**src/rtl/txn_rwset_tracker.sv**
```systemverilog
module txn_rwset_tracker #(
  parameter int ADDR_W    = 32,
  parameter int LINE_BITS = 7,
  parameter int SETS      = 4,
  parameter int WAYS      = 16
) (
  input  logic              clk,
  input  logic              rst_n,
  input  logic              tx_begin,
  input  logic              tx_commit,
  input  logic              acc_valid,
  input  logic              acc_write,
  input  logic [ADDR_W-1:0] acc_addr,
  input  logic              snp_valid,
  input  logic              snp_write,
  input  logic [ADDR_W-1:0] snp_addr,
  output logic              tx_active,
  output logic [1:0]        abort_cause,
  output logic              snp_conflict
);
  localparam int SET_W = $clog2(SETS);
  localparam int WAY_W = $clog2(WAYS);
  localparam int TAG_W = ADDR_W - LINE_BITS - SET_W;
  localparam logic [1:0] CAUSE_NONE = 2'd0;
  localparam logic [1:0] CAUSE_CAP  = 2'd1;
  localparam logic [1:0] CAUSE_CONF = 2'd2;

  logic [WAYS-1:0]  vld [SETS];
  logic [WAYS-1:0]  rdb [SETS];
  logic [WAYS-1:0]  wrb [SETS];
  logic [TAG_W-1:0] tags [SETS][WAYS];

  logic [SET_W-1:0] a_set, s_set;
  logic [TAG_W-1:0] a_tag, s_tag;
  assign a_set = acc_addr[LINE_BITS +: SET_W];
  assign s_set = snp_addr[LINE_BITS +: SET_W];
  assign a_tag = acc_addr[ADDR_W-1 -: TAG_W];
  assign s_tag = snp_addr[ADDR_W-1 -: TAG_W];

  logic [WAYS-1:0] a_hit, a_free, s_coll;
  for (genvar w = 0; w < WAYS; w++) begin : g_way
    assign a_hit[w]  = vld[a_set][w] && (tags[a_set][w] == a_tag);
    assign a_free[w] = !vld[a_set][w];
    assign s_coll[w] = vld[s_set][w] && (tags[s_set][w] == s_tag) &&
                       (snp_write ? (rdb[s_set][w] || wrb[s_set][w]) : wrb[s_set][w]);
  end

  logic [WAY_W-1:0] hit_way, alloc_way;
  always_comb begin
    hit_way   = '0;
    alloc_way = '0;
    for (int w = WAYS-1; w >= 0; w--) begin
      if (a_hit[w])  hit_way   = WAY_W'(w);
      if (a_free[w]) alloc_way = WAY_W'(w);
    end
  end

  assign snp_conflict = snp_valid && tx_active && (|s_coll);

  logic idle_cycle, go_conflict, go_acc, go_hit, go_alloc, go_cap, clear_all;
  assign idle_cycle  = tx_active && !tx_begin && !tx_commit;
  assign go_conflict = idle_cycle && snp_conflict;
  assign go_acc      = idle_cycle && !snp_conflict && acc_valid;
  assign go_hit      = go_acc && (|a_hit);
  assign go_alloc    = go_acc && !(|a_hit) && (|a_free);
  assign go_cap      = go_acc && !(|a_hit) && !(|a_free);
  assign clear_all   = tx_begin || (tx_commit && tx_active) || go_conflict || go_cap;

  always_ff @(posedge clk or negedge rst_n) begin
    if (!rst_n) begin
      tx_active   <= 1'b0;
      abort_cause <= CAUSE_NONE;
      for (int s = 0; s < SETS; s++) vld[s] <= '0;
    end else begin
      if (clear_all) begin
        for (int s = 0; s < SETS; s++) vld[s] <= '0;
      end else if (go_alloc) begin
        vld[a_set][alloc_way] <= 1'b1;
      end
      if (tx_begin) begin
        tx_active   <= 1'b1;
        abort_cause <= CAUSE_NONE;
      end else if (tx_commit && tx_active) begin
        tx_active <= 1'b0;
      end else if (go_conflict) begin
        tx_active   <= 1'b0;
        abort_cause <= CAUSE_CONF;
      end else if (go_cap) begin
        tx_active   <= 1'b0;
        abort_cause <= CAUSE_CAP;
      end
    end
  end

  always_ff @(posedge clk) begin
    if (go_alloc) begin
      tags[a_set][alloc_way] <= a_tag;
      rdb[a_set][alloc_way]  <= !acc_write;
      wrb[a_set][alloc_way]  <= acc_write;
    end else if (go_hit) begin
      rdb[a_set][hit_way] <= rdb[a_set][hit_way] || !acc_write;
      wrb[a_set][hit_way] <= wrb[a_set][hit_way] || acc_write;
    end
  end

  logic any_tracked;
  always_comb begin
    any_tracked = 1'b0;
    for (int s = 0; s < SETS; s++) any_tracked = any_tracked || (|vld[s]);
  end

  assert_begin_opens_R1: assert property (@(posedge clk) disable iff (!rst_n)
    tx_begin |=> (tx_active && abort_cause == CAUSE_NONE && !any_tracked));

  assert_overflow_aborts_R4: assert property (@(posedge clk) disable iff (!rst_n)
    (idle_cycle && acc_valid && !snp_conflict && !(|a_hit) && !(|a_free))
      |=> (abort_cause == CAUSE_CAP && !tx_active));

  assert_snoop_aborts_R6: assert property (@(posedge clk) disable iff (!rst_n)
    (idle_cycle && snp_valid && (|s_coll)) |=> (abort_cause == CAUSE_CONF && !tx_active));

  assert_commit_clean_R9: assert property (@(posedge clk) disable iff (!rst_n)
    (tx_commit && tx_active && !tx_begin) |=> (!tx_active && abort_cause == CAUSE_NONE && !any_tracked));

  assert_idle_empty_R10: assert property (@(posedge clk) disable iff (!rst_n)
    !tx_active |-> !any_tracked);

  assert_idle_cause_holds_R10: assert property (@(posedge clk) disable iff (!rst_n)
    (!tx_active && !tx_begin) |=> $stable(abort_cause));

  assert_cause_legal_R4: assert property (@(posedge clk) disable iff (!rst_n)
    abort_cause != 2'd3);
endmodule

```
**config.mk**
```make
export PLATFORM = sky130hd
export DESIGN_NAME = txn_rwset_tracker
export DESIGN_NICKNAME = d
export VERILOG_FILES = /design/src/rtl/txn_rwset_tracker.sv
export SDC_FILE = /design/constraint.sdc
export NUM_CORES = 2
export LEC_CHECK = 0
export BUFFER_PORTS_ARGS = -buffer_cell sky130_fd_sc_hd__buf_2
export CELL_PAD_IN_SITES_DETAIL_PLACEMENT = 0
export CELL_PAD_IN_SITES_GLOBAL_PLACEMENT = 2
export CORE_ASPECT_RATIO = 1.4
export CORE_MARGIN = 2
export CORE_UTILIZATION = 24
export CTS_CLUSTER_DIAMETER = 100
export DETAILED_ROUTE_END_ITERATION = 7
export HOLD_SLACK_MARGIN = 0.02
export PLACE_DENSITY_LB_ADDON = 0.12
export SLEW_MARGIN = 30
export SYNTH_ARGS = -nofsm -noshare
export SYNTH_HDL_FRONTEND = slang
export SYNTH_SLANG_ARGS = --single-unit
```
**constraint.sdc**
```tcl
create_clock -name clk -period 10.35 [get_ports clk]
set_clock_uncertainty 0.1 [all_clocks]
set_input_delay 1.5525 -clock clk [delete_from_list [all_inputs] [get_ports clk]]
set_output_delay 1.5525 -clock clk [all_outputs]
set_load 0.005 [all_outputs]
```
==> metrics.txt <==
# TYPE chip_impl_metric gauge
chip_impl_metric{name="route.vias.total",unit=""} 51800
chip_impl_info{name="synthFlopType",value="sky130_fd_sc_hd__edfxtp_1"} 1
chip_impl_info{name="critical_path.top_delay_family",value="simple AND/OR/NAND/NOR gates"} 1
chip_impl_metric{name="worst-endpoint-required",unit="ns"} 8.70
chip_impl_metric{name="maxSlewViolCount",unit=""} 0
chip_impl_metric{name="die_ht",unit="um"} 710
chip_impl_metric{name="placeableCoreArea",unit="um2"} 355000
chip_impl_metric{name="final.period_utilization",unit=""} 0.765
chip_impl_metric{name="timing_hold_violations_final",unit=""} 0
chip_impl_metric{name="antenna_violations_before_repair",unit=""} 20
chip_impl_info{name="tritoncts_clock_tree",value="built"} 1
chip_impl_metric{name="insertion_delay",unit="ns"} 0.90
chip_impl_info{name="worst_path_class_setup",value="input port to primary output"} 1
chip_impl_metric{name="drt_drc_violations_left",unit=""} 0
chip_impl_metric{name="power.total",unit="mW"} 15.9
chip_impl_info{name="crit_path_start_kind",value="input port"} 1
chip_impl_metric{name="critical_path_peak_fanout",unit=""} 37
chip_impl_metric{name="synth_fp_nets",unit=""} 5328
chip_impl_metric{name="grt.met3_usage",unit=""} 0.0195
chip_impl_metric{name="grt_first_pass_wirelength",unit="um"} 504000
chip_impl_metric{name="number_of_cts_inserted_buffers",unit=""} 196
chip_impl_metric{name="route.detailed.wl_per_inst",unit="um"} 36.6
chip_impl_metric{name="groute.layer.met2.usage",unit=""} 0.379
chip_impl_metric{name="finish.net_count",unit=""} 5505
chip_impl_metric{name="slew_of_the_pin_with_the_lowest_slew_margin",unit="ns"} 1.13
chip_impl_metric{name="h-tree-depth",unit=""} 4
chip_impl_metric{name="pre_cts_setup_slack",unit="ns"} 1.70
chip_impl_metric{name="cellPowerDensity",unit="nW/um2"} 161
chip_impl_metric{name="vdd_drop_max",unit="mV"} 0.105
chip_impl_info{name="r2r-end",value="wrb[0][14]"} 1
chip_impl_metric{name="detail_route.vias_per_cell",unit=""} 5.03
chip_impl_metric{name="floorplan.initialDensity",unit=""} 0.241
chip_impl_metric{name="cts.path.max_buffers",unit=""} 4
chip_impl_metric{name="post_synth.cell_area_avg",unit="um2"} 16.3
chip_impl_metric{name="fmax",unit="MHz"} 126
chip_impl_info{name="grt.busiest_layer",value="met2"} 1
chip_impl_metric{name="yosysUniqueCellTypes",unit=""} 112
chip_impl_metric{name="number_of_global_route_vias_before_repair",unit=""} 54700
chip_impl_metric{name="drt_iter0_drc",unit=""} 4244
chip_impl_metric{name="ios",unit=""} 76
chip_impl_metric{name="cts_sinks",unit=""} 1667
chip_impl_metric{name="area_delta_synth_final",unit="%"} 15.4
chip_impl_metric{name="r2r_slack",unit="ns"} 3.78
chip_impl_metric{name="drive_gt1_frac",unit=""} 0.258
chip_impl_metric{name="instances_no_fill",unit=""} 10300
chip_impl_metric{name="die_area",unit="um2"} 361000
chip_impl_info{name="unrepaired_setup_endpoints_after_global_routing",value="false"} 1
chip_impl_metric{name="cts_resized",unit=""} 0
chip_impl_metric{name="synth_enable_flop_cells",unit=""} 1600
chip_impl_metric{name="worst_path_largest_cell_delay",unit="ns"} 0.75
chip_impl_metric{name="max-slew-margin-rel",unit=""} 0.244
chip_impl_info{name="critPathSlowestCell",value="sky130_fd_sc_hd__xnor2_1"} 1
chip_impl_metric{name="buffer_ports.inserted",unit=""} 61
chip_impl_metric{name="timing.final.setup_violations",unit=""} 0
chip_impl_metric{name="setup_fix_bufs_post_cts",unit=""} 0
chip_impl_metric{name="worst_hold_path_cell_count",unit=""} 1
chip_impl_metric{name="grt_util_met1",unit=""} 0.258
chip_impl_metric{name="ys_seq_elements",unit=""} 1667
chip_impl_metric{name="clk_pin_slew",unit="ns"} 0.06
chip_impl_info{name="cts_root_buffer",value="sky130_fd_sc_hd__clkbuf_16"} 1
chip_impl_metric{name="totalNegativeSetupSlack",unit="ns"} 0
chip_impl_info{name="cp_cell_sequence",value="buf_8 > mux4_2 > xnor2_1 > o211ai_1 > nor4_1 > nand3_1 > nand4_1 > o41a_1 > buf_2"} 1
chip_impl_info{name="timing.rr.start",value="tags[2][190]"} 1
chip_impl_metric{name="cts-hold-fix-buffers",unit=""} 0
chip_impl_metric{name="power.static_leakage",unit="nW"} 30.0
chip_impl_metric{name="synth.cell_area",unit="um2"} 85500
chip_impl_info{name="result_of_the_run",value="completed"} 1
chip_impl_metric{name="final_period_minus_worst_setup_slack",unit="ns"} 7.91
chip_impl_metric{name="timing.max_cap.violations",unit=""} 0
chip_impl_metric{name="ys_async_sr_fraction",unit=""} 0.0402
chip_impl_metric{name="critical_path_arrival",unit="ns"} 6.26
chip_impl_metric{name="groute.usage.overall",unit=""} 0.206
chip_impl_metric{name="fp.dieW",unit="um"} 509
chip_impl_metric{name="dp_cells",unit=""} 9933
chip_impl_metric{name="synthCells",unit=""} 5256
chip_impl_metric{name="pnr_worst_setup_slack",unit="ns"} 2.44
chip_impl_metric{name="worstPathBufferInverterCount",unit=""} 2
chip_impl_metric{name="seq_area_frac_synth",unit=""} 0.581
chip_impl_metric{name="crit_path_cell_count",unit=""} 9
chip_impl_metric{name="firstDrtPassIters",unit=""} 6
chip_impl_metric{name="finalCoreUtilization",unit=""} 0.278
chip_impl_metric{name="ff2ff_path_depth",unit=""} 14
chip_impl_info{name="worst_setup_path_end_kind",value="primary output"} 1
chip_impl_info{name="end_point_of_the_critical_path",value="snp_conflict"} 1
chip_impl_info{name="setup.worst_path.start",value="snp_addr[7]"} 1
chip_impl_metric{name="grt_max_degree",unit=""} 70
chip_impl_metric{name="detail_route.wirelength",unit="um"} 377000
chip_impl_info{name="min_path_type",value="flop to flop"} 1
chip_impl_metric{name="rows",unit=""} 259
chip_impl_metric{name="grt.overflow.total",unit=""} 0
chip_impl_metric{name="hpwl",unit="um"} 254000
chip_impl_metric{name="post_detailed_route_count_of_antenna_violating_nets",unit=""} 0
chip_impl_metric{name="globalplace.congestion",unit=""} 0.806
chip_impl_metric{name="yosys_warnings",unit=""} 0
report_power, final:
| part | switching, mW | internal (mW) |
|---|---|---|
| clock | 2.96 | 3.87 |
| combinational | 1.09 | 0.573 |
| sequential | 0.00316 | 7.40 |
| total | 4.06 | 11.8 |
flip-flops by register name, indices dropped and copies added (netlist names):
name         count
tags          1472
rdb             64
vld             64
wrb             64
abort_cause      2
tx_active        1
logic make-up after synthesis:
| logic type | share of synthesized area |
|---|---|
| flip-flops | 0.581 |
| AO/OA/AOI/OAI | 0.0412 |
| XOR/XNOR | 0.0751 |
| buffers and inverters | 0.0269 |
| AND/OR/NAND/NOR | 0.0619 |
| multiplexers | 0.214 |
area by class of cell:
| type | instances | area (um2) |
|---|---|---|
| fill | 36000 | 256000 |
| sequential | 1667 | 49700 |
| multi-input combinational | 3169 | 33800 |
| tap | 4698 | 5880 |
| clock buffer | 238 | 5120 |
| timing repair buffer | 347 | 2990 |
| clock inverter | 104 | 920 |
| inverter | 52 | 196 |
| antenna | 16 | 40.0 |
placed cells by master (no fill, tap or decap), types with 69 or more instances in the layout:
| cell | count |
|---|---|
| sky130_fd_sc_hd__a21oi_1 | 125 |
| sky130_fd_sc_hd__buf_4 | 278 |
| sky130_fd_sc_hd__clkbuf_16 | 197 |
| sky130_fd_sc_hd__edfxtp_1 | 1600 |
| sky130_fd_sc_hd__mux2i_1 | 232 |
| sky130_fd_sc_hd__mux4_2 | 657 |
| sky130_fd_sc_hd__nand2_1 | 145 |
| sky130_fd_sc_hd__nand3_1 | 89 |
| sky130_fd_sc_hd__nand4_1 | 202 |
| sky130_fd_sc_hd__nor2_1 | 156 |
| sky130_fd_sc_hd__nor2b_1 | 69 |
| sky130_fd_sc_hd__xnor2_1 | 687 |
worst min-delay path by stage:
stage | slack [ns] | endpoint | startpoint
3_5_place_dp | 0.37 | abort_cause[0] | abort_cause[0]
2_1_floorplan | 0.37 | abort_cause[0] | abort_cause[0]
6_report | 0.37 | abort_cause[0] | abort_cause[0]
5_1_grt | 0.40 | abort_cause[0] | abort_cause[0]
3_3_place_gp | 0.36 | abort_cause[0] | abort_cause[0]
4_1_cts | 0.38 | abort_cause[0] | abort_cause[0]
synth_stat cells, types with 10 or more instances:
cell type                   count  area (um2)
sky130_fd_sc_hd__nand2b_1      31         194
sky130_fd_sc_hd__nor3_1        39         195
sky130_fd_sc_hd__o221ai_1      25         219
sky130_fd_sc_hd__a31oi_1       68         425
sky130_fd_sc_hd__a32oi_1       10        87.6
sky130_fd_sc_hd__nand4_1      202        1260
sky130_fd_sc_hd__buf_4         46         345
sky130_fd_sc_hd__o32ai_1       19         166
sky130_fd_sc_hd__and2_1        19         119
sky130_fd_sc_hd__mux2i_1      232        2320
sky130_fd_sc_hd__o22ai_1       11        68.8
sky130_fd_sc_hd__a21oi_2       10        87.6
sky130_fd_sc_hd__mux4_1        32         841
sky130_fd_sc_hd__o21a_1        17         128
sky130_fd_sc_hd__nor4_1        55         344
sky130_fd_sc_hd__a211oi_1      13        97.6
sky130_fd_sc_hd__buf_6         31         349
sky130_fd_sc_hd__mux4_2       657       14800
sky130_fd_sc_hd__o21ai_0       55         275
sky130_fd_sc_hd__o2bb2ai_1     10        87.6
sky130_fd_sc_hd__a22oi_1       14         105
sky130_fd_sc_hd__a21boi_0      18         135
sky130_fd_sc_hd__nand2_1      147         552
sky130_fd_sc_hd__dfrtp_1       67        1680
sky130_fd_sc_hd__clkbuf_1     121         454
sky130_fd_sc_hd__nor2_1       221         830
sky130_fd_sc_hd__o211ai_1      17         128
sky130_fd_sc_hd__nor2b_1       70         438
sky130_fd_sc_hd__and3_1        11        68.8
sky130_fd_sc_hd__xor2_1        45         394
sky130_fd_sc_hd__nand3_1       89         445
sky130_fd_sc_hd__mux2_2        25         282
sky130_fd_sc_hd__inv_1         44         165
sky130_fd_sc_hd__buf_2         89         445
sky130_fd_sc_hd__a21oi_1      130         651
sky130_fd_sc_hd__buf_1         63         236
sky130_fd_sc_hd__edfxtp_1    1600       48000
sky130_fd_sc_hd__o2111ai_1     12         105
sky130_fd_sc_hd__xnor2_1      687        6020
per-layer routing:
layer  wire, um  share of wire
met5         42        0.00011
met4       8450          0.022
met3      12000          0.032
met2     200000           0.53
met1     157000           0.42
per-stage QoR:
step | area [um2] | hold WS (ns)
floorplan | 85500 | 0.374
global placement | 92500 | 0.363
detailed placement | 92600 | 0.367
CTS | 98700 | 0.382
global route | 98700 | 0.397
finish | 98700 | 0.375
Power figures use the tool's default switching activity.
